--- src/rtl/sm8_pkg.sv ---
package sm8_pkg;
  localparam int OP_W = 3;

  typedef enum logic [2:0] {
    OP_LOAD  = 3'b000,
    OP_STORE = 3'b001,
    OP_ADD   = 3'b010,
    OP_SUB   = 3'b011,
    OP_IN    = 3'b100,
    OP_OUT   = 3'b101,
    OP_BNEG  = 3'b110,
    OP_STOP  = 3'b111
  } op_e;

  typedef enum logic [1:0] {
    ST_FETCH = 2'd0,
    ST_EXEC  = 2'd1,
    ST_HALT  = 2'd2
  } state_e;
endpackage

--- src/rtl/sm8_mem.sv ---
module sm8_mem #(
  parameter int AW = 5,
  parameter int W  = 8
) (
  input  logic          clk,
  input  logic          pre_we,
  input  logic [AW-1:0] pre_addr,
  input  logic [W-1:0]  pre_data,
  input  logic          cpu_we,
  input  logic [AW-1:0] cpu_waddr,
  input  logic [W-1:0]  cpu_wdata,
  input  logic [AW-1:0] raddr,
  output logic [W-1:0]  rdata
);
  localparam int DEPTH = 1 << AW;

  logic [W-1:0] cells [DEPTH];

  // preload port wins over the running program
  always_ff @(posedge clk) begin
    if (pre_we)      cells[pre_addr]  <= pre_data;
    else if (cpu_we) cells[cpu_waddr] <= cpu_wdata;
  end

  assign rdata = cells[raddr];
endmodule

--- src/rtl/sm8_alu.sv ---
module sm8_alu #(
  parameter int W = 8
) (
  input  logic [W-1:0] lhs,
  input  logic [W-1:0] rhs,
  input  logic         subtract,
  output logic [W-1:0] result,
  output logic         mag_ovf
);
  localparam int MW = W - 1;

  // returns {overflow, sign, magnitude}
  function automatic logic [W:0] sm_addsub(input logic [W-1:0] a,
                                           input logic [W-1:0] b,
                                           input logic sub);
    logic          sa, sb, sgn, ov;
    logic [MW-1:0] ma, mb, mag;
    logic [MW:0]   sum;
    sa  = a[W-1];
    sb  = b[W-1] ^ sub;
    ma  = a[MW-1:0];
    mb  = b[MW-1:0];
    ov  = 1'b0;
    sum = '0;
    if (sa == sb) begin
      sum = {1'b0, ma} + {1'b0, mb};
      mag = sum[MW-1:0];
      ov  = sum[MW];
      sgn = sa;
    end else if (ma >= mb) begin
      mag = ma - mb;
      sgn = sa;
    end else begin
      mag = mb - ma;
      sgn = sb;
    end
    if (mag == '0) sgn = 1'b0;
    return {ov, sgn, mag};
  endfunction

  assign {mag_ovf, result} = sm_addsub(lhs, rhs, subtract);
endmodule

--- src/rtl/sm8_ctrl.sv ---
module sm8_ctrl
  import sm8_pkg::*;
#(
  parameter int AW = 5,
  parameter int W  = 8
) (
  input  logic          clk,
  input  logic          rst_n,
  input  logic [W-1:0]  mem_rdata,
  output logic [AW-1:0] mem_raddr,
  output logic          mem_we,
  output logic [AW-1:0] mem_waddr,
  output logic [W-1:0]  mem_wdata,
  input  logic [W-1:0]  alu_result,
  input  logic          alu_ovf,
  output logic          alu_sub,
  input  logic          in_valid,
  input  logic [W-1:0]  in_data,
  output logic          in_ready,
  output logic          out_valid,
  output logic [W-1:0]  out_data,
  input  logic          out_ready,
  output logic          halted,
  output logic          overflow,
  output logic [AW-1:0] pc_o,
  output logic [W-1:0]  acc_o,
  output logic          fetch_fire,
  output logic          branch_taken
);
  localparam logic [AW-1:0] PC_ONE = 1;

  state_e        st;
  logic [AW-1:0] pc;
  logic [W-1:0]  ir, dr;
  logic          ovf;
  op_e           op;
  logic [AW-1:0] arg;
  logic          exec, acc_neg, step_done;

  assign op      = op_e'(ir[W-1:W-OP_W]);
  assign arg     = ir[AW-1:0];
  assign exec    = (st == ST_EXEC);
  assign acc_neg = dr[W-1] && (dr[W-2:0] != '0);

  assign fetch_fire   = (st == ST_FETCH);
  assign branch_taken = exec && (op == OP_BNEG) && acc_neg;
  assign in_ready     = exec && (op == OP_IN);
  assign out_valid    = exec && (op == OP_OUT);
  assign out_data     = dr;
  assign halted       = (st == ST_HALT);
  assign overflow     = ovf;
  assign pc_o         = pc;
  assign acc_o        = dr;

  assign mem_raddr = fetch_fire ? pc : arg;
  assign mem_we    = exec && (op == OP_STORE);
  assign mem_waddr = arg;
  assign mem_wdata = dr;
  assign alu_sub   = (op == OP_SUB);

  assign step_done = exec && !(in_ready && !in_valid) && !(out_valid && !out_ready);

  always_ff @(posedge clk) begin
    if (!rst_n) begin
      st  <= ST_FETCH;
      pc  <= '0;
      ir  <= '0;
      dr  <= '0;
      ovf <= 1'b0;
    end else begin
      case (st)
        ST_FETCH: begin
          ir <= mem_rdata;
          pc <= pc + PC_ONE;
          st <= ST_EXEC;
        end
        ST_EXEC: begin
          case (op)
            OP_LOAD: dr <= mem_rdata;
            OP_ADD, OP_SUB: begin
              dr <= alu_result;
              if (alu_ovf) ovf <= 1'b1;
            end
            OP_IN:   if (in_valid) dr <= in_data;
            OP_BNEG: if (acc_neg) pc <= arg;
            default: ;
          endcase
          if (op == OP_STOP)  st <= ST_HALT;
          else if (step_done) st <= ST_FETCH;
        end
        default: ;
      endcase
    end
  end

  p_pc_step_r2: assert property (@(posedge clk) disable iff (!rst_n)
    fetch_fire |=> pc == $past(pc) + PC_ONE);

  p_branch_r8: assert property (@(posedge clk) disable iff (!rst_n)
    branch_taken |=> pc == $past(arg));

  p_halt_freeze_r9: assert property (@(posedge clk) disable iff (!rst_n)
    halted |=> halted && $stable(pc) && $stable(dr) && !in_ready && !out_valid);

  p_ovf_sticky_r5: assert property (@(posedge clk) disable iff (!rst_n)
    ovf |=> ovf);

  p_out_hold_r7: assert property (@(posedge clk) disable iff (!rst_n)
    out_valid && !out_ready |=> out_valid && $stable(out_data));

  p_in_wait_r6: assert property (@(posedge clk) disable iff (!rst_n)
    in_ready && !in_valid |=> in_ready && $stable(dr));
endmodule

--- src/rtl/sm8_core.sv ---
module sm8_core #(
  parameter int AW = 5
) (
  input  logic                     clk,
  input  logic                     rst_n,
  input  logic                     load_en,
  input  logic [AW-1:0]            load_addr,
  input  logic [sm8_pkg::OP_W+AW-1:0] load_data,
  input  logic                     in_valid,
  input  logic [sm8_pkg::OP_W+AW-1:0] in_data,
  output logic                     in_ready,
  output logic                     out_valid,
  output logic [sm8_pkg::OP_W+AW-1:0] out_data,
  input  logic                     out_ready,
  output logic                     halted,
  output logic                     overflow,
  output logic [AW-1:0]            pc_o,
  output logic [sm8_pkg::OP_W+AW-1:0] acc_o
);
  localparam int W = sm8_pkg::OP_W + AW;

  logic [AW-1:0] mem_raddr, mem_waddr;
  logic [W-1:0]  mem_rdata, mem_wdata, alu_result;
  logic          mem_we, alu_ovf, alu_sub, fetch_fire, branch_taken;

  sm8_mem #(.AW(AW), .W(W)) u_mem (
    .clk       (clk),
    .pre_we    (load_en),
    .pre_addr  (load_addr),
    .pre_data  (load_data),
    .cpu_we    (mem_we),
    .cpu_waddr (mem_waddr),
    .cpu_wdata (mem_wdata),
    .raddr     (mem_raddr),
    .rdata     (mem_rdata)
  );

  sm8_alu #(.W(W)) u_alu (
    .lhs      (acc_o),
    .rhs      (mem_rdata),
    .subtract (alu_sub),
    .result   (alu_result),
    .mag_ovf  (alu_ovf)
  );

  sm8_ctrl #(.AW(AW), .W(W)) u_ctrl (
    .clk          (clk),
    .rst_n        (rst_n),
    .mem_rdata    (mem_rdata),
    .mem_raddr    (mem_raddr),
    .mem_we       (mem_we),
    .mem_waddr    (mem_waddr),
    .mem_wdata    (mem_wdata),
    .alu_result   (alu_result),
    .alu_ovf      (alu_ovf),
    .alu_sub      (alu_sub),
    .in_valid     (in_valid),
    .in_data      (in_data),
    .in_ready     (in_ready),
    .out_valid    (out_valid),
    .out_data     (out_data),
    .out_ready    (out_ready),
    .halted       (halted),
    .overflow     (overflow),
    .pc_o         (pc_o),
    .acc_o        (acc_o),
    .fetch_fire   (fetch_fire),
    .branch_taken (branch_taken)
  );

  p_plus_zero_r4: assert property (@(posedge clk) disable iff (!rst_n)
    (alu_result[W-2:0] == '0) |-> !alu_result[W-1]);

  p_reset_quiet_r1: assert property (@(posedge clk)
    !rst_n |=> (pc_o == '0) && !halted && !overflow && !in_ready && !out_valid);

  p_hs_exclusive_r6: assert property (@(posedge clk) disable iff (!rst_n)
    fetch_fire |-> !in_ready && !out_valid);
endmodule

--- config.mk ---
export PLATFORM = sky130hd
export DESIGN_NAME = sm8_core
export DESIGN_NICKNAME = d
export VERILOG_FILES = /design/src/rtl/sm8_pkg.sv /design/src/rtl/sm8_mem.sv /design/src/rtl/sm8_alu.sv /design/src/rtl/sm8_ctrl.sv /design/src/rtl/sm8_core.sv
export SDC_FILE = /design/constraint.sdc
export NUM_CORES = 1
export LEC_CHECK = 0
export ABC_CLOCK_PERIOD_IN_PS = 8500
export CORE_MARGIN = 5
export CORE_UTILIZATION = 25
export DETAILED_ROUTE_END_ITERATION = 8
export SYNTH_ARGS = -nofsm -noshare
export SYNTH_HDL_FRONTEND = slang
export SYNTH_SLANG_ARGS = --single-unit
--- constraint.sdc ---
create_clock -name clk -period 8.5 [get_ports clk]
set_clock_uncertainty 0.1 [all_clocks]
set_input_delay 1.275 -clock clk [delete_from_list [all_inputs] [get_ports clk]]
set_output_delay 1.275 -clock clk [all_outputs]
set_load 0.05 [all_outputs]
==> impl_summary.md, run 1 <==
Run status
The run finished with clean final reports.

Clock tree
The CTS tree is done. The clock net in this run drives a total of 280 sinks. The clock latency at the later pin of the worst-skew pair is 570 ps.

The maximum clock path buffer count is 3. The hold buffer count at CTS is 0. The count of H-tree levels built during CTS is 1.

Buffers inserted during clock tree synthesis total 29. The root buffer cell chosen for the clock tree is clkbuf_16. Once the clock tree was built, the setup fixing pass inserted 0 buffers. The number of gates resized after CTS is 0. The clock-pin slew reported for the worst setup and hold paths after clock tree synthesis is 60 ps.

Route
The via count of the routed design is 8,044. In the routed design, unresolved DRC markers number 0. The wire length after detailed routing is 32,900 microns. In this run the remaining antenna-violating nets after routing total 0. The average detailed-routed wire length per instance is 20.1 microns. The first-pass iteration count of the detailed router is 5. After the first detailed-routing iteration, the DRC count stood at 777.

The vias per cell is 4.92.

Synth
The count of flip-flops with a built-in enable after synthesis is 256. The xor/xnor cell area share of the yosys netlist is 0.00405. The post-synthesis share of cell area spent on full adders, half adders and majority gates is 0.0277.

A synthesized cell averages 14.5 sq um. The top cell type's share of synthesized area is 0.592. For this run, asynchronously set or reset flops after synthesis account for 0. The portion of synthesized area spent on multiplexers is 0.109. After synthesis, the largest family of logic cells by area is multiplexers. The sequential area share after synthesis is 0.629. Synthesis inferred 280 register bits. The compound-cell area share of the yosys netlist is 0.103. The number of nets handed over by synthesis was 949.

By area the synthesized netlist is led by edfxtp_1 (59%), mux4_2 (9.7%), dfxtp_1 (3.7%), ha_1 (2.3%), a211oi_1 (2.0%). In the synthesized netlist the dominant register cell turns out to be edfxtp_1. The number of warnings reported in the yosys synthesis log is 0.

The synthesized design spends more area on one cell type than any other, namely edfxtp_1. The gate count after technology mapping is 896. The netlist area before placement is 13,000 sq um. Yosys mapped the design onto 83 distinct sky130hd cell types. Of the total synthesized cell area, the portion taken by AND, OR, NAND and NOR gates is 0.0937.

Critical path
The kind of end point of the critical path is a flop. Traced cell by cell, the critical path runs through or3b_4, and2_4, buf_4, mux4_2, a211oi_1, a31oi_1, a21oi_1, inv_1, ha_1, a2111oi_0, o21ai_0, o21ai_2, mux2_2, and3_1, o32ai_1, o211ai_1, a2111oi_4, nand4_1, a31o_1, nor3_2. The endpoint required time on the critical path is 8880 ps.

The maximum fanout along the worst path is 31. STA puts the critical path data arrival time at 7520 ps. The family with the most delay on the worst path is compound AO/OA/AOI/OAI gates.

The origin of the worst setup path is u_ctrl.st[1]$_SDFFE_PN0P_. The critical path's largest stage delay is 600 ps. For this design, the slowest cell found on the critical path is dfxtp_1. Counting both buffers and inverters, the worst setup path holds a total of 2. The startpoint type of the worst setup path is a flop.

The worst setup path category is reg2reg. The origin of the critical flop-to-flop path is u_ctrl.st[1]$_SDFFE_PN0P_.

Cells and area
The post-route cell area is 15,200 sq um. The final standard cell utilization of the core is 0.295. The fraction of layout cells with a size suffix above 1 is 0.165.

The relative area change from synthesis to final layout is 16.7%. The final net count is 987. The repair_antennas step left the layout with diodes totalling 0.

STA
The relative slew slack is 0.291. The sum of negative setup slack is 0 ps. Setup repair after global routing left no endpoint under its margin.

Of the available clock period, the critical path in the final layout requires 0.839. The max-slew violation count is 0. The number of failing setup endpoints in the final timing report is 0.

The smallest clock period supported by the final layout is computed as 7130 ps. The final count of hold timing violations is 0. Static timing analysis puts the maximum clock frequency at 140 MHz.

At the pin with the least slew margin, the transition time is 1060 ps.

Placement
Input and output buffers added on the ports amount to 50. Once placement finished, the instance area stood at 14,200 sq um. The congestion estimate from routability-driven global placement came to 0.872. The post-DP HPWL is 22,200 microns.

Global routing
The initial antenna violation count is 0. Entering global routing, the biggest net connects 33 pins. The total overflow reported by the global router is 0. The first global-routing pass estimated 49,900 microns of wire. Across every metal layer, demand over resource in global routing totals 0.112. The via count of the first global-routing pass is 7,870.

Power and ir drop
The power per unit of standard cell area is 287 nW/um^2. The leakage power is 4.89 nW. Across the VDD grid, the largest voltage drop is 0.000140 V.

Hold path
The critical hold path startpoint is u_ctrl.overflow$_SDFFE_PN0P_. The tightest min-delay check is of the reg2reg type.

Die
Measured along the y axis, the die boundary spans 238 microns. The number of placement rows is 83. The floorplan step defined a die boundary enclosing 56,600 sq um.

The top-level I/O count is 51. The region available for standard cell placement spans 51,400 sq um. The overall die width is 238 microns.

The starting utilization of the core area is 0.253.

Run
The number of maximum-capacitance violations is 0.
[flip-flops by register name (all words and copies together) (netlist names)]
signal	flops
u_mem.cells	256
u_ctrl.acc_o	8
u_ctrl.ir	8
u_ctrl.pc_o	5
u_ctrl.st	2
u_ctrl.overflow	1
[stage by stage]
stage | setup slack (ps) | std cells | total power, mW | hold WS [ps]
3_3_place_gp | 1570 | 1583 | 3.08 | 344
2_1_floorplan | 2480 | 896 | 2.69 | 394
6_report | 1370 | 1636 | 4.35 | 346
3_5_place_dp | 1400 | 1583 | 3.08 | 340
5_1_grt | 704 | 1636 | 4.55 | 388
4_1_cts | 1390 | 1636 | 4.36 | 349
[cells in the mapped netlist (3+ instances only)]
cell type / count
edfxtp_1: 256
nor2_1: 68
nand2_1: 60
mux4_2: 56
a211oi_1: 34
inv_1: 31
a21oi_1: 29
clkbuf_1: 26
dfxtp_1: 24
ha_1: 24
a31oi_1: 21
o21ai_0: 19
and2_1: 16
and3_1: 15
buf_2: 14
buf_4: 11
mux2i_1: 11
nor3_1: 11
o211ai_1: 9
nand2b_1: 8
nand4_1: 8
a311oi_1: 7
nand3_1: 7
nor4_1: 7
or2_2: 6
buf_1: 5
nor2b_1: 5
nor3b_1: 5
o2111ai_1: 5
xnor2_1: 5
buf_6: 4
mux2_2: 4
o221a_2: 4
or3_1: 4
a21oi_2: 3
a221o_1: 3
a221oi_1: 3
fa_1: 3
nor4b_1: 3
o21ai_2: 3
o21bai_1: 3
o31ai_1: 3
o32ai_1: 3
[cells by family after synthesis]
logic type                 count (synthesis)
adders and majority gates                 27
and+or+nand+nor                          240
AOI/OAI and AO/OA                        180
DFF                                      280
muxes                                     71
buffers and inverters                     92
xor gates and xnor gates                   6
[layout by cell type (no fill, tap or decap), drive strengths merged, types with 24 or more instances in the layout]
cell type / count
a211oi: 34
a21oi: 32
clkbuf: 33
clkdlybuf4s50: 50
dfxtp: 24
edfxtp: 256
ha: 24
inv: 33
mux4: 56
nand2: 61
nor2: 69
[path summary, 6_finish.rpt]
check	endpoint	slack, ps	cells after the start
max	u_ctrl.acc_o[7]$_SDFFE_PN0P_	1370	20
min	u_ctrl.overflow$_SDFFE_PN0P_	350	2
max reg2reg	u_ctrl.acc_o[7]$_SDFFE_PN0P_	1370	20
min reg2reg	u_ctrl.overflow$_SDFFE_PN0P_	350	2
[report_power, final]
part | internal, mW | leakage (nW) | switching (mW)
logic | 0.555 | 1.92 | 0.900
registers | 1.55 | 2.51 | 0.0657
clock network | 0.747 | 0.463 | 0.533
total | 2.85 | 4.89 | 1.50
[layer usage]
metal,global-route usage,share of wire,up-vias
met3,0.0213,0.071,55
met4,0.0310,0.026,0
met5,0,0,-
met2,0.176,0.46,329
met1,0.161,0.44,4048
li1,-,-,3612
[area by class of cell]
cell class | count | area [sq um]
Timing Repair Buffer | 67 | 641
Inverter | 32 | 120
Fill cell | 5079 | 36200
Multi-Input combinational cell | 524 | 4440
Sequential cell | 280 | 8170
Clock buffer | 33 | 741
Clock inverter | 20 | 210
Tap cell | 680 | 851
[worst register-to-register path: stages, from the launching register on]
cell	delay (ps)
dfxtp_1	600
or3b_4	300
and2_4	610
buf_4	370
mux4_2	520
a211oi_1	260
a31oi_1	70
a21oi_1	520
inv_1	140
ha_1	480
a2111oi_0	560
o21ai_0	320
o21ai_2	520
mux2_2	450
and3_1	190
o32ai_1	110
o211ai_1	200
a2111oi_4	230
nand4_1	160
a31o_1	220
nor3_2	140
No activity file was read; power rests on OpenSTA's default activity.
==> run 2, diff against run 1 <==
- ABC_CLOCK_PERIOD_IN_PS: 8500 -> 6150
- clock period: 8.5 -> 6.15 ns (I/O delays scaled with it)
==> run 2 against run 1 <==
- critical path depth rose by 2
- non-clock buffer count grew 21
- highest routed layer unchanged
- worst hold slack better by 7.8 ps
- final area up 1.2%
- die area is the same
- critical path type unchanged
- final cell count is 1.3% higher
- largest power group unchanged
==> impl_summary.md, run 2 (synthesis gave the netlist of run 1 again) <==
Run
The tool flagged a number of max-cap violations equal to 0.

Global routing
After global routing the overflow that remains totals 0. The initial antenna violation count was 0. The first global-routing pass estimated 51,400 microns of wire. The via count of the first global-routing pass came to 8,169. Across every metal layer, demand over resource in global routing totals 0.116.

The maximum number of pins on one net before global-route repair is 33.

STA
The post-route worst hold slack is 354 ps. The max-slew violation count is 0. The relative slew slack is 0.186.

The top achievable clock speed is 171 MHz. The final count of hold timing violations is 0. The sum of negative setup slack is 0 ps. Counting I/O delays and the setup requirement, the final critical path takes 5860 ps. Setup violations remaining at the end of the flow were counted as 0. The transition time at the pin with the least slew margin is 1220 ps. The worst setup margin is 292 ps. In the finished design, the share of the clock period the worst path needs comes to 0.952.

Cells and area
The final standard cell utilization of the core is 0.299. The fraction of layout cells with a size suffix above 1 is 0.191. Counting flops per register, the top entry is u_mem.cells.

The relative area change from synthesis to final layout is 18.1%. Leaving out fill and tap cells, the most frequent cell in the layout is edfxtp_1. The non-filler instance count after layout is 1,658. Summing all non-filler instances in the final layout gives an area of 15,300 sq um.

The register with the most flip-flops in the layout has 256 of them. The number of antenna repair diodes is 0. In the layout the commonest cells are edfxtp_1 (256), nor2_1 (67), nand2_1 (60). The final net count is 1,008.

Die
The initial utilization of the core area, before any placement, comes to 0.253. The standard cell core area is 51,400 sq um. The die outline area is 56,600 sq um. Measured along the x axis, the die boundary spans 238 microns. The top-level I/O count is 51. The number of placement rows is 83.

In this run the vertical extent of the chip is 238 microns.

Route
The via count of the routed design is 8,263. The first routing iteration left 724 violations. The first-pass iteration count of the detailed router is 5.

The detail route stage leaves a number of antenna-violating nets equal to 0. The DRC violation count after routing is 0. After detailed routing, the number of vias per cell comes to 4.98.

In the final routed layout, each cell accounts on average for 20.6 microns. The wire length after detailed routing is 34,200 microns.

Clock tree
The CTS tree is done. The count of H-tree levels built during CTS is 1. The clock drives 280 sinks. Clock latency on the worst-skew pair, taken at its later pin, is 570 ps. The number of clock buffers added by TritonCTS is 29.

The root buffer cell chosen for the clock tree is clkbuf_16. After clock tree synthesis, the clock-pin slew on the worst setup and hold paths is 60 ps. Counting along the longest clock path gives a buffer depth of 3.

Power and ir drop
Overall power consumption after layout is estimated at 6.12 mW. The leakage power is 5.00 nW. The internal power consumption is 3.98 mW.

Of the total power, combinational logic draws 0.350. Of the total power, registers draw 0.365. The power per unit of standard cell area is 399 nW/um^2.

The proportion of total power due to net switching is 0.350. The proportion of power drawn by the clock network is 0.285. Across the VDD grid, the largest voltage drop is 0.000238 V. The net switching power of the design is 2.14 mW.

Critical path
At the worst endpoint, the required time is 6530 ps. In this run the worst path has a maximum fanout of 30. The critical path is of the reg2reg type. STA classifies the critical path startpoint as a flop.

The origin of the worst setup path is u_ctrl.st[1]$_SDFFE_PN0P_. In this run the critical register-to-register path is launched from u_ctrl.st[1]$_SDFFE_PN0P_. Data on the critical path arrives at its endpoint at 6240 ps. The worst setup path is captured at a flop.

Placement
The placement-stage cell area is 14,400 sq um. Detailed placement ended at an HPWL of 23,400 microns. The placed cell count is 1,603. The count of input and output buffers is 50. Prior to clock tree synthesis, the placed netlist has a worst setup slack of 130 ps. The congestion estimate from routability-driven global placement came to 0.911.

Run status
The run finished with clean final reports.

Hold path
The worst hold path belongs to the class reg2reg. In this run the most critical hold path is launched from u_ctrl.overflow$_SDFFE_PN0P_.
run 2: changes by cell type in the layout (fill, tap and decap cells not counted), moves of 2 or more:
cell      change
buf_4        +19
clkinv_1      -6
clkinv_2      +3
clkbuf_1      +2
run 2: layout make-up:
class	count	area, sq um
clock buffer	35	748
timing repair buffer	88	815
inverter	32	120
fill	5117	36100
multi-input combinational	524	4450
clock inverter	19	195
sequential	280	8170
tap	680	851
run 2: metal layers:
layer | wire length, microns | part of all wire | GRT usage | vias to the layer above
li1 | - | - | - | 3652
met1 | 14100 | 0.41 | 0.152 | 4182
met2 | 16000 | 0.47 | 0.187 | 348
met3 | 2740 | 0.080 | 0.0281 | 81
met4 | 1360 | 0.040 | 0.0439 | 0
met5 | 0 | 0 | 0 | -
run 2: what timing repair did:
action / CTS / global route
resized for setup: 0 / 6
setup endpoints to repair: 0 / 6
hold buffers: 0 / 0
buffers inserted: 0 / 1
run 2: path summary, 6_finish.rpt:
check                           slack [ps]  cells after the start                            to
worst max-delay path                   290                     22  u_ctrl.acc_o[7]$_SDFFE_PN0P_
worst min-delay path                   350                      2  u_ctrl.overflow$_SDFFE_PN0P_
worst max register to register         290                     22  u_ctrl.acc_o[7]$_SDFFE_PN0P_
worst min register to register         350                      2  u_ctrl.overflow$_SDFFE_PN0P_
run 2: power groups by stage:
stage | logic, mW | clock network [mW] | registers [mW]
floorplan | 1.44 | 0 | 2.28
global placement | 2.09 | 0 | 2.27
detailed placement | 2.10 | 0 | 2.27
CTS | 2.11 | 1.77 | 2.23
global route | 2.31 | 1.86 | 2.24
finish | 2.14 | 1.75 | 2.23
run 2: critical path, stage by stage, from the launching register on:
cell	delay (ps)
dfxtp_1	360
buf_4	190
nor2_2	190
mux2i_4	390
buf_12	250
mux4_2	310
and2_1	160
a211oi_1	410
a31oi_1	100
a21oi_1	240
inv_1	100
ha_1	320
a2111oi_2	440
o21ai_1	220
o21ai_2	330
mux2_2	430
and3_1	190
o32ai_1	110
o211ai_1	190
a2111oi_4	210
nand4_1	170
a31o_1	210
nor3_2	140
